<file path="src/rtl/crl_pkg.sv">
package crl_pkg;
  // Modular window test: true when lo <= s < hi counting forward from lo,
  // all arithmetic masked to the sequence-number width.
  function automatic logic seq_in_window(input int unsigned lo, input int unsigned hi,
                                         input int unsigned s, input int unsigned mask);
    int unsigned dist_s;
    int unsigned span;
    dist_s = (s - lo) & mask;
    span   = (hi - lo) & mask;
    return dist_s < span;
  endfunction
endpackage

</file>
<file path="src/rtl/crl_store.sv">
module crl_store #(
  parameter int ENTRIES = 8,
  parameter int NAME_W  = 6,
  parameter int SEQ_W   = 5,
  parameter int IDX_W   = 3
) (
  input  logic              clk,
  input  logic              rst_n,
  input  logic              cp_valid,
  input  logic [IDX_W-1:0]  cp_slot,
  input  logic [NAME_W-1:0] cp_name,
  input  logic [SEQ_W-1:0]  cp_lo,
  input  logic [SEQ_W-1:0]  cp_hi,
  input  logic              free_valid,
  input  logic [IDX_W-1:0]  free_slot,
  input  logic              clr_valid,
  input  logic [IDX_W-1:0]  clr_slot,
  input  logic [SEQ_W-1:0]  probe_seq,
  input  logic [IDX_W-1:0]  rd_slot,
  output logic [ENTRIES-1:0] hit_vec,
  output logic [NAME_W-1:0] rd_name
);
  import crl_pkg::*;

  localparam int unsigned SEQ_MASK = (1 << SEQ_W) - 1;

  logic [ENTRIES-1:0]             ent_valid;
  logic [ENTRIES-1:0][NAME_W-1:0] ent_name;
  logic [ENTRIES-1:0][SEQ_W-1:0]  ent_lo;
  logic [ENTRIES-1:0][SEQ_W-1:0]  ent_hi;

  for (genvar i = 0; i < ENTRIES; i++) begin : g_ent
    logic wr_here;
    logic kill_here;
    assign wr_here   = cp_valid && (cp_slot == IDX_W'(i));
    assign kill_here = (free_valid && (free_slot == IDX_W'(i))) ||
                       (clr_valid && (clr_slot == IDX_W'(i)));

    always_ff @(posedge clk) begin
      if (!rst_n) begin
        ent_valid[i] <= 1'b0;
        ent_name[i]  <= '0;
        ent_lo[i]    <= '0;
        ent_hi[i]    <= '0;
      end else if (wr_here) begin
        ent_valid[i] <= 1'b1;
        ent_name[i]  <= cp_name;
        ent_lo[i]    <= cp_lo;
        ent_hi[i]    <= cp_hi;
      end else if (kill_here) begin
        ent_valid[i] <= 1'b0;
      end
    end

    assign hit_vec[i] = ent_valid[i] &&
                        seq_in_window(32'(ent_lo[i]), 32'(ent_hi[i]), 32'(probe_seq), SEQ_MASK);
  end

  assign rd_name = ent_name[rd_slot];


  free_clears_chk: assert property (@(posedge clk) disable iff (!rst_n)
    free_valid && !(cp_valid && cp_slot == free_slot) |=> !ent_valid[$past(free_slot)]);


  restore_clears_chk: assert property (@(posedge clk) disable iff (!rst_n)
    clr_valid && !(cp_valid && cp_slot == clr_slot) |=> !ent_valid[$past(clr_slot)]);


  copy_wins_chk: assert property (@(posedge clk) disable iff (!rst_n)
    cp_valid |=> ent_valid[$past(cp_slot)]);
endmodule

</file>
<file path="src/rtl/crl_pick.sv">
module crl_pick #(
  parameter int ENTRIES = 8,
  parameter int IDX_W   = 3
) (
  input  logic               clk,
  input  logic               rst_n,
  input  logic [ENTRIES-1:0] req,
  output logic               any,
  output logic [IDX_W-1:0]   idx,
  output logic [ENTRIES-1:0] grant
);
  always_comb begin
    idx   = '0;
    grant = '0;
    for (int k = ENTRIES - 1; k >= 0; k--) begin
      if (req[k]) begin
        idx   = IDX_W'(k);
        grant = ENTRIES'(1) << k;
      end
    end
  end

  assign any = |req;


  lowest_first_chk: assert property (@(posedge clk) disable iff (!rst_n)
    any |-> req[idx] && ((req & ((ENTRIES'(1) << idx) - ENTRIES'(1))) == '0));


  single_grant_chk: assert property (@(posedge clk) disable iff (!rst_n)
    $onehot0(grant) && (any == (grant != '0)));
endmodule

</file>
<file path="src/rtl/l2_copy_recovery.sv">
module l2_copy_recovery #(
  parameter int ENTRIES  = 8,
  parameter int L1_REGS  = 64,
  parameter int ROB_SIZE = 32,
  localparam int IDX_W   = (ENTRIES > 1) ? $clog2(ENTRIES) : 1,
  localparam int NAME_W  = $clog2(L1_REGS),
  localparam int SEQ_W   = $clog2(ROB_SIZE)
) (
  input  logic              clk,
  input  logic              rst_n,
  input  logic              cp_valid,
  input  logic [IDX_W-1:0]  cp_slot,
  input  logic [NAME_W-1:0] cp_name,
  input  logic [SEQ_W-1:0]  cp_lo,
  input  logic [SEQ_W-1:0]  cp_hi,
  input  logic              free_valid,
  input  logic [IDX_W-1:0]  free_slot,
  input  logic              mp_valid,
  input  logic [SEQ_W-1:0]  mp_seq,
  output logic              rst_valid,
  output logic [IDX_W-1:0]  rst_slot,
  output logic [NAME_W-1:0] rst_name,
  output logic              busy
);
  logic [ENTRIES-1:0] hit_vec;
  logic [ENTRIES-1:0] pending;
  logic [ENTRIES-1:0] grant;
  logic               pick_any;
  logic [IDX_W-1:0]   pick_idx;
  logic               mp_take;   // mispredict accepted this cycle
  logic               emit;      // one request leaves this cycle

  assign mp_take = mp_valid && !busy;
  assign emit    = pick_any;

  crl_store #(.ENTRIES(ENTRIES), .NAME_W(NAME_W), .SEQ_W(SEQ_W), .IDX_W(IDX_W)) u_store (
    .clk(clk), .rst_n(rst_n),
    .cp_valid(cp_valid), .cp_slot(cp_slot), .cp_name(cp_name), .cp_lo(cp_lo), .cp_hi(cp_hi),
    .free_valid(free_valid), .free_slot(free_slot),
    .clr_valid(emit), .clr_slot(pick_idx),
    .probe_seq(mp_seq), .rd_slot(pick_idx),
    .hit_vec(hit_vec), .rd_name(rst_name)
  );

  crl_pick #(.ENTRIES(ENTRIES), .IDX_W(IDX_W)) u_pick (
    .clk(clk), .rst_n(rst_n),
    .req(pending), .any(pick_any), .idx(pick_idx), .grant(grant)
  );

  always_ff @(posedge clk) begin
    if (!rst_n)       pending <= '0;
    else if (mp_take) pending <= hit_vec;
    else              pending <= pending & ~grant;
  end

  assign busy      = (pending != '0);
  assign rst_valid = pick_any;
  assign rst_slot  = pick_idx;


  drain_one_chk: assert property (@(posedge clk) disable iff (!rst_n)
    busy |=> $countones(pending) == $countones($past(pending)) - 1);


  busy_ignores_mp_chk: assert property (@(posedge clk) disable iff (!rst_n)
    busy && mp_valid |=> pending == ($past(pending) & ~$past(grant)));


  emitted_gone_chk: assert property (@(posedge clk) disable iff (!rst_n)
    rst_valid |=> !pending[$past(rst_slot)]);


  valid_matches_busy_chk: assert property (@(posedge clk) disable iff (!rst_n)
    rst_valid == busy);
endmodule

</file>
<file path="config.mk">
export PLATFORM = sky130hd
export DESIGN_NAME = l2_copy_recovery
export DESIGN_NICKNAME = d
export VERILOG_FILES = /design/src/rtl/crl_pkg.sv /design/src/rtl/crl_store.sv /design/src/rtl/crl_pick.sv /design/src/rtl/l2_copy_recovery.sv
export SDC_FILE = /design/constraint.sdc
export NUM_CORES = 1
export LEC_CHECK = 0
export ABC_AREA = 1
export BUFFER_PORTS_ARGS = -buffer_cell sky130_fd_sc_hd__buf_4
export CAP_MARGIN = 10
export CORE_UTILIZATION = 30
export CTS_CLUSTER_DIAMETER = 150
export DETAILED_ROUTE_END_ITERATION = 8
export PLACE_DENSITY = 0.52
export SLEW_MARGIN = 20
export SYNTH_ARGS = -nofsm -noshare
export SYNTH_HDL_FRONTEND = slang
export SYNTH_SLANG_ARGS = --single-unit
export TNS_END_PERCENT = 1
</file>
<file path="constraint.sdc">
create_clock -name clk -period 3.4 [get_ports clk]
set_input_delay 0.85 -clock clk [delete_from_list [all_inputs] [get_ports clk]]
set_output_delay 0.85 -clock clk [all_outputs]
set_load 0.05 [all_outputs]
</file>
# After elaboration in Yosys (flattened, before gate mapping)

Cells that the tools add are included.

Flip-flop bits (word level): 144
Bits of input ports: 32
Output and inout bits: 11
Logic and storage cells: 171

$add $sub $neg: 16
$lt $le $gt $ge: 9
Equality and inequality tests: 21
Muxes and demuxes: 35
Bitwise operators: 2
Reductions and logical operators: 55

Operator list:

| cell                                                                   | number |
|---|---|
| 5-bit subtractor                                                       | 16 |
| 8-bit 2-to-1 mux                                                       | 9 |
| 5-bit < comparator                                                     | 8 |
| 3-bit equality test (second input constant)                            | 12 |
| 1-bit logical AND                                                      | 33 |
| 3-bit 2-to-1 mux                                                       | 8 |
| 6-bit binary-select mux with 3-bit select                              | 1 |
| 3-bit by 2-bit equality test with 1-bit output (second input constant) | 6 |
| 1-bit 2-to-1 mux                                                       | 16 |
| 2-bit nonzero test                                                     | 8 |
| 3-bit by 1-bit equality test with 1-bit output (second input constant) | 3 |
| 3-bit zero test                                                        | 3 |
| 8-bit bitwise AND                                                      | 1 |
| 1-bit logical OR                                                       | 8 |
| 8-bit inverter                                                         | 1 |
| 8-bit nonzero test                                                     | 1 |
| 8-bit OR reduction                                                     | 1 |
| 6-bit 2-to-1 mux                                                       | 1 |
| 3-bit by 4-bit < comparator with 1-bit output (second input constant)  | 1 |
| 1-bit zero test                                                        | 1 |

# Logic depth before layout (Yosys ltp)

Word-level depth: 13
Mapped depth: 15
Mapped depth without buffers: 15

# Cells and area by module

A second synthesis with hierarchy kept.

Cell total of the unflattened synthesis: 1239
Area, all modules: 9014.9 µm²

Modules (own cells, without submodules):

| module           | instances | cells an instance | area an instance (µm²) | sequential area each (µm²) |
|---|---|---|---|---|
| crl_store        | 1         | 1157              | 8478.1                 | 2722.6 |
| l2_copy_recovery | 1         | 50                | 346.6                  | 160.2 |
| crl_pick         | 1         | 32                | 190.2                  | 0.0 |

# Least setup slack after synthesis

Ideal clock, no wire load.

Path kind: input to register
Start: in mp_seq[0]
End: reg pending[7]
Setup time: 128 ps
Data arrival time: 2804 ps
Required time: 3272 ps
Path slack: 469 ps
Stages: 15
Path buffers: 0
Cells stage by stage: inv_1 -> ha_1 -> inv_1 -> fa_1 -> a21o_1 -> a21oi_1 -> xor2_1 -> ha_1 -> nand2_1 -> nor2_1 -> o21ai_0 -> o2111ai_1 -> nor2_1 -> a21oi_1 -> nor2_1

Word-level cells in the longest chain between the ends: 4

Ends and longest elaborated chain:

| what                 | line                   | source |
|---|---|---|
| from (decl)          | l2_copy_recovery.sv:19 | `input logic [SEQ_W-1:0] mp_seq,` |
| 5-bit subtractor     | crl_pkg.sv:8           | `dist_s = (s - lo) & mask;` |
| 5-bit < comparator   | crl_pkg.sv:10          | `return dist_s < span;` |
| 1-bit logical AND    | crl_store.sv:55        | `assign hit_vec[i] = ent_valid[i] &&` |
| 8-bit 2-to-1 mux     | l2_copy_recovery.sv:52 | `else if (mp_take) pending <= hit_vec;` |
| to (signal assigned) | l2_copy_recovery.sv:52 |  |
| to (signal assigned) | l2_copy_recovery.sv:53 | `else pending <= pending & ~grant;` |
| to (decl)            | l2_copy_recovery.sv:26 | `logic [ENTRIES-1:0] pending;` |

No other way between the ends.
A chain may end at the register's enable or synchronous reset.

# Final worst setup path

Start: reg pending[6]
End: out rst_name[5]

Word-level cells in the longest chain between the ends: 9

Ends and longest elaborated chain:

| what                                      | line                   | source |
|---|---|---|
| 3-bit 2-to-1 mux (7 in series)            | crl_pick.sv:16         | `if (req[k]) begin` |
| 6-bit binary-select mux with 3-bit select | crl_store.sv:59        | `assign rd_name = ent_name[rd_slot];` |
| 6-bit 2-to-1 mux (implied by the code)    | crl_store.sv:59        |  |
| to (decl)                                 | l2_copy_recovery.sv:22 | `output logic [NAME_W-1:0] rst_name,` |

No other way between the ends. The select of a mux whose other input is x is not followed.

==> metrics.md <==
| Metric | Value |
|---|---|
| Run status | `finished clean` |
| Final nets | `approximately 1300` |
| Initial DRC count | `around 470` |
| Share of cells above drive strength 1 | `8.55%` |
| Clock Pin Slew Worst Setup and Hold Paths | `approximately 0.06 ns` |
| Antenna viol nets, final | `0` |
| TritonCTS clock tree | `done` |
| Share of the synthesized area in the top cell type | `32.8%` |
| Root buf cell | `clkbuf_16` |
| Relative slew slack | `around 47%` |
| Post-Syn Instances | `about 1200` |
| Area grow syn2layout | `15.1%` |
| CP arrival | `approximately 2.4 ns` |
| Library cells used by synthesis | `34` |
| CP required | `between 2 and 3 ns` |
| First-pass GRT wire length | `41600 µm` |
| Worst vdd ir | `about 350 µV` |
| Top cells by area, synth | `dfxtp_1 (33%), ha_1 (14%), nor2_1 (9.8%), o21ai_0 (7.8%), a21oi_1 (5.2%)` |
| Vias/cell | `4.85` |
| Mapped Nets | `1312` |
| DR WL/cell | `between 15 and 20 µm` |
| Worst Setup Path Type | `flip-flop to output pin` |
| Total grt overflow | `0` |
| Setup TNS | `0 ns` |
| CORE AREA | `between 20000 and 30000 µm²` |
| Post-synthesis sequential area ratio | `between 30 and 40%` |
| Syn. warnings | `0` |
| Gate power share | `roughly a fifth` |
| P_int | `about 3.5 mW` |
| Mapped Avg Cell Area | `7.51 µm²` |
| Die Area | `between 20000 and 30000 µm²` |
| Setup violators final | `0` |
| Total Wirelength | `between 20000 and 30000 µm` |
| Mapped Area | `8780 µm²` |
| Largest net degree at the start of global routing | `56` |
| Worst Setup Start Kind | `flip-flop` |
| Port bufs | `42` |
| Switching pwr | `between 1 and 1.5 mW` |
| Share of power burned in registers | `between 30 and 40%` |
| Worst-case clock skew | `around 0.0072 ns` |
| Cell Pwr Density | `about 480 nW/µm²` |
| Htree depth | `4` |
| Initial antenna violation count | `1` |
| Power after layout | `4.83 mW` |
| TritonCTS sink count | `approximately 140` |
| DP HPWL | `about 18000 µm` |
| Leading area contributor after synthesis | `dfxtp_1` |
| Fmax | `311 MHz` |
| Post-synthesis register bit count | `144` |
| Crit path capture type | `output pin` |
| LEAKAGE | `about 4.4 nW` |
| TritonCTS Buffers | `17` |
| Total track usage | `between 15 and 20%` |
| # hold bufs at CTS | `0` |
| Chip width | `between 150 and 200 µm` |
| Postcts setup bufs | `0` |
| Hold Fails Final Rpt | `0` |
| Clock power share | `44.3%` |
| Final min period | `about 3.2 ns` |
| Remaining DRCs | `0` |
| Crit Path Max Fanout | `15` |
| CTS Buffer Depth | `2` |
| Max Slew Vio Count | `0` |
| Row count | `62` |
| Switch share | `between 20 and 30%` |
| DRT Pass-1 Iters | `4` |
| Total of max-cap violations | `0` |
| Initial Util | `a little under a third` |
| DR vias | `around 7700` |
| Vias in the first global route | `7539` |
| Period Utilization, post-route | `roughly 94%` |
| I/O pins | `43` |
| RSZ-0062 raised after global routing | `false` |
| Chip Height | `around 170 µm` |
| Worst-margin pin slew | `0.795 ns` |
| Clock latency on the worst-skew pair | `between 0.4 and 0.5 ns` |
| Min-delay worst type | `flip-flop to flip-flop` |
| Placer Congestion | `~0.84` |
-- metrics by stage --
stage / hold WS (ns) / cell area (µm²) / cells / worst slack (ns) / utilization [%]
4_1_cts: 0.462 / 10100 / 1577 / 0.190 / 35.2
6_report: 0.461 / 10100 / 1578 / 0.188 / 35.2
5_1_grt: 0.489 / 10100 / 1577 / 0.0331 / 35.2
3_5_place_dp: 0.451 / 9420 / 1545 / 0.150 / 32.8
2_1_floorplan: 0.435 / 8780 / 1168 / 0.469 / -
3_3_place_gp: 0.447 / 9420 / 1545 / 0.194 / 32.8
-- kinds of logic (layout without fill, tap and decap cells) --
| logic type | Yosys count | in the layout | share of synthesized area, % |
|---|---|---|---|
| adders and majority gates | 112 | 112 | 17.3 |
| xor gates and xnor gates | 64 | 64 | 6.39 |
| other | 0 | 1 | 0 |
| and+or+nand+nor | 425 | 425 | 20.3 |
| AOI/OAI and AO/OA | 250 | 250 | 15.1 |
| DFF | 144 | 144 | 32.8 |
| buffers and inverters | 173 | 198 | 8.08 |
-- Yosys cell counts, drive strengths merged --
master	instances
a21oi	92
buf	12
o211ai	1
nand3	73
inv	109
fa	16
a31oi	2
nor2	230
clkbuf	52
dfxtp	144
nand2	94
o21a	1
nor3	1
a21o	4
ha	96
a211oi	1
a21boi	3
o2111ai	7
xnor2	34
xor2	30
nand4	27
o21ai	137
o311ai	2
-- worst max-delay path: stages, from the launching register on --
cell and delay (ns):
dfxtp_1 0.31, inv_1 0.09, nand2_1 0.07, nand2_1 0.06, nand2_1 0.05, nand2_2 0.29, nand3_2 0.15, nand2_2 0.30
nand3_1 0.12, nand3_1 0.10, nand2_1 0.05, nand2_1 0.11, buf_4 0.21
-- cell usage in the layout (no fill, tap or decap), drive strengths merged --
master / instances
a211oi: 1
a21boi: 3
a21o: 4
a21oi: 92
a31oi: 2
buf: 57
bufinv: 4
clkbuf: 24
clkinv: 1
clkinvlp: 3
dfxtp: 144
diode: 1
fa: 16
ha: 96
inv: 109
nand2: 94
nand3: 73
nand4: 27
nor2: 230
nor3: 1
o2111ai: 7
o211ai: 1
o21a: 1
o21ai: 137
o311ai: 2
xnor2: 34
xor2: 30
-- power by group through the flow --
stage	registers [mW]	clock network (mW)	logic, mW
2_1_floorplan	1.81	0	0.655
3_3_place_gp	1.82	0	0.893
3_5_place_dp	1.82	0	0.907
4_1_cts	1.78	2.17	0.914
5_1_grt	1.79	2.24	1.03
6_report	1.78	2.14	0.910
-- sequential cells by signal (all words and copies together), names as in the netlist --
signal / cells
u_store.ent_name: 48
u_store.ent_hi: 40
u_store.ent_lo: 40
pending: 8
u_store.ent_valid: 8
-- per-layer routing --
| metal | track usage, % | wire length (µm) | vias to the layer above |
|---|---|---|---|
| met5 | 0 | 0 | - |
| met4 | 5.86 | 580 | 0 |
| met3 | 3.19 | 966 | 37 |
| met2 | 29.4 | 11900 | 139 |
| met1 | 23.9 | 12900 | 3597 |
| li1 | - | - | 3884 |
-- path summary, 6_finish.rpt --
path / cells past startpoint / slack (ns) / startpoint / end
worst max-delay path: 12 / 0.19 / pending[6]$_SDFF_PN0_ / rst_name[5]
worst min-delay path: 2 / 0.46 / u_store.ent_hi[25]$_SDFFE_PN0P_ / u_store.ent_hi[25]$_SDFFE_PN0P_
worst max register to register: 14 / 0.95 / u_store.ent_lo[35]$_SDFFE_PN0P_ / pending[7]$_SDFF_PN0_
worst min register to register: 2 / 0.46 / u_store.ent_hi[25]$_SDFFE_PN0P_ / u_store.ent_hi[25]$_SDFFE_PN0P_
-- area by class of cell --
type	instances	area (µm²)
diodes	1	2.50
fillers	3073	18600
well taps	384	480
multi-input cells	851	5190
clock inverters	8	148
inverters	109	412
repair buffers	57	465
flip-flops and latches	144	2880
clock buffers	24	522
-- timing repair --
item | CTS | global route
endpoints found under the setup margin | 1 | 0
resized for setup | 1 | 0
endpoints found under the hold margin | 0 | 0
(Power assumes the default switching activity.)
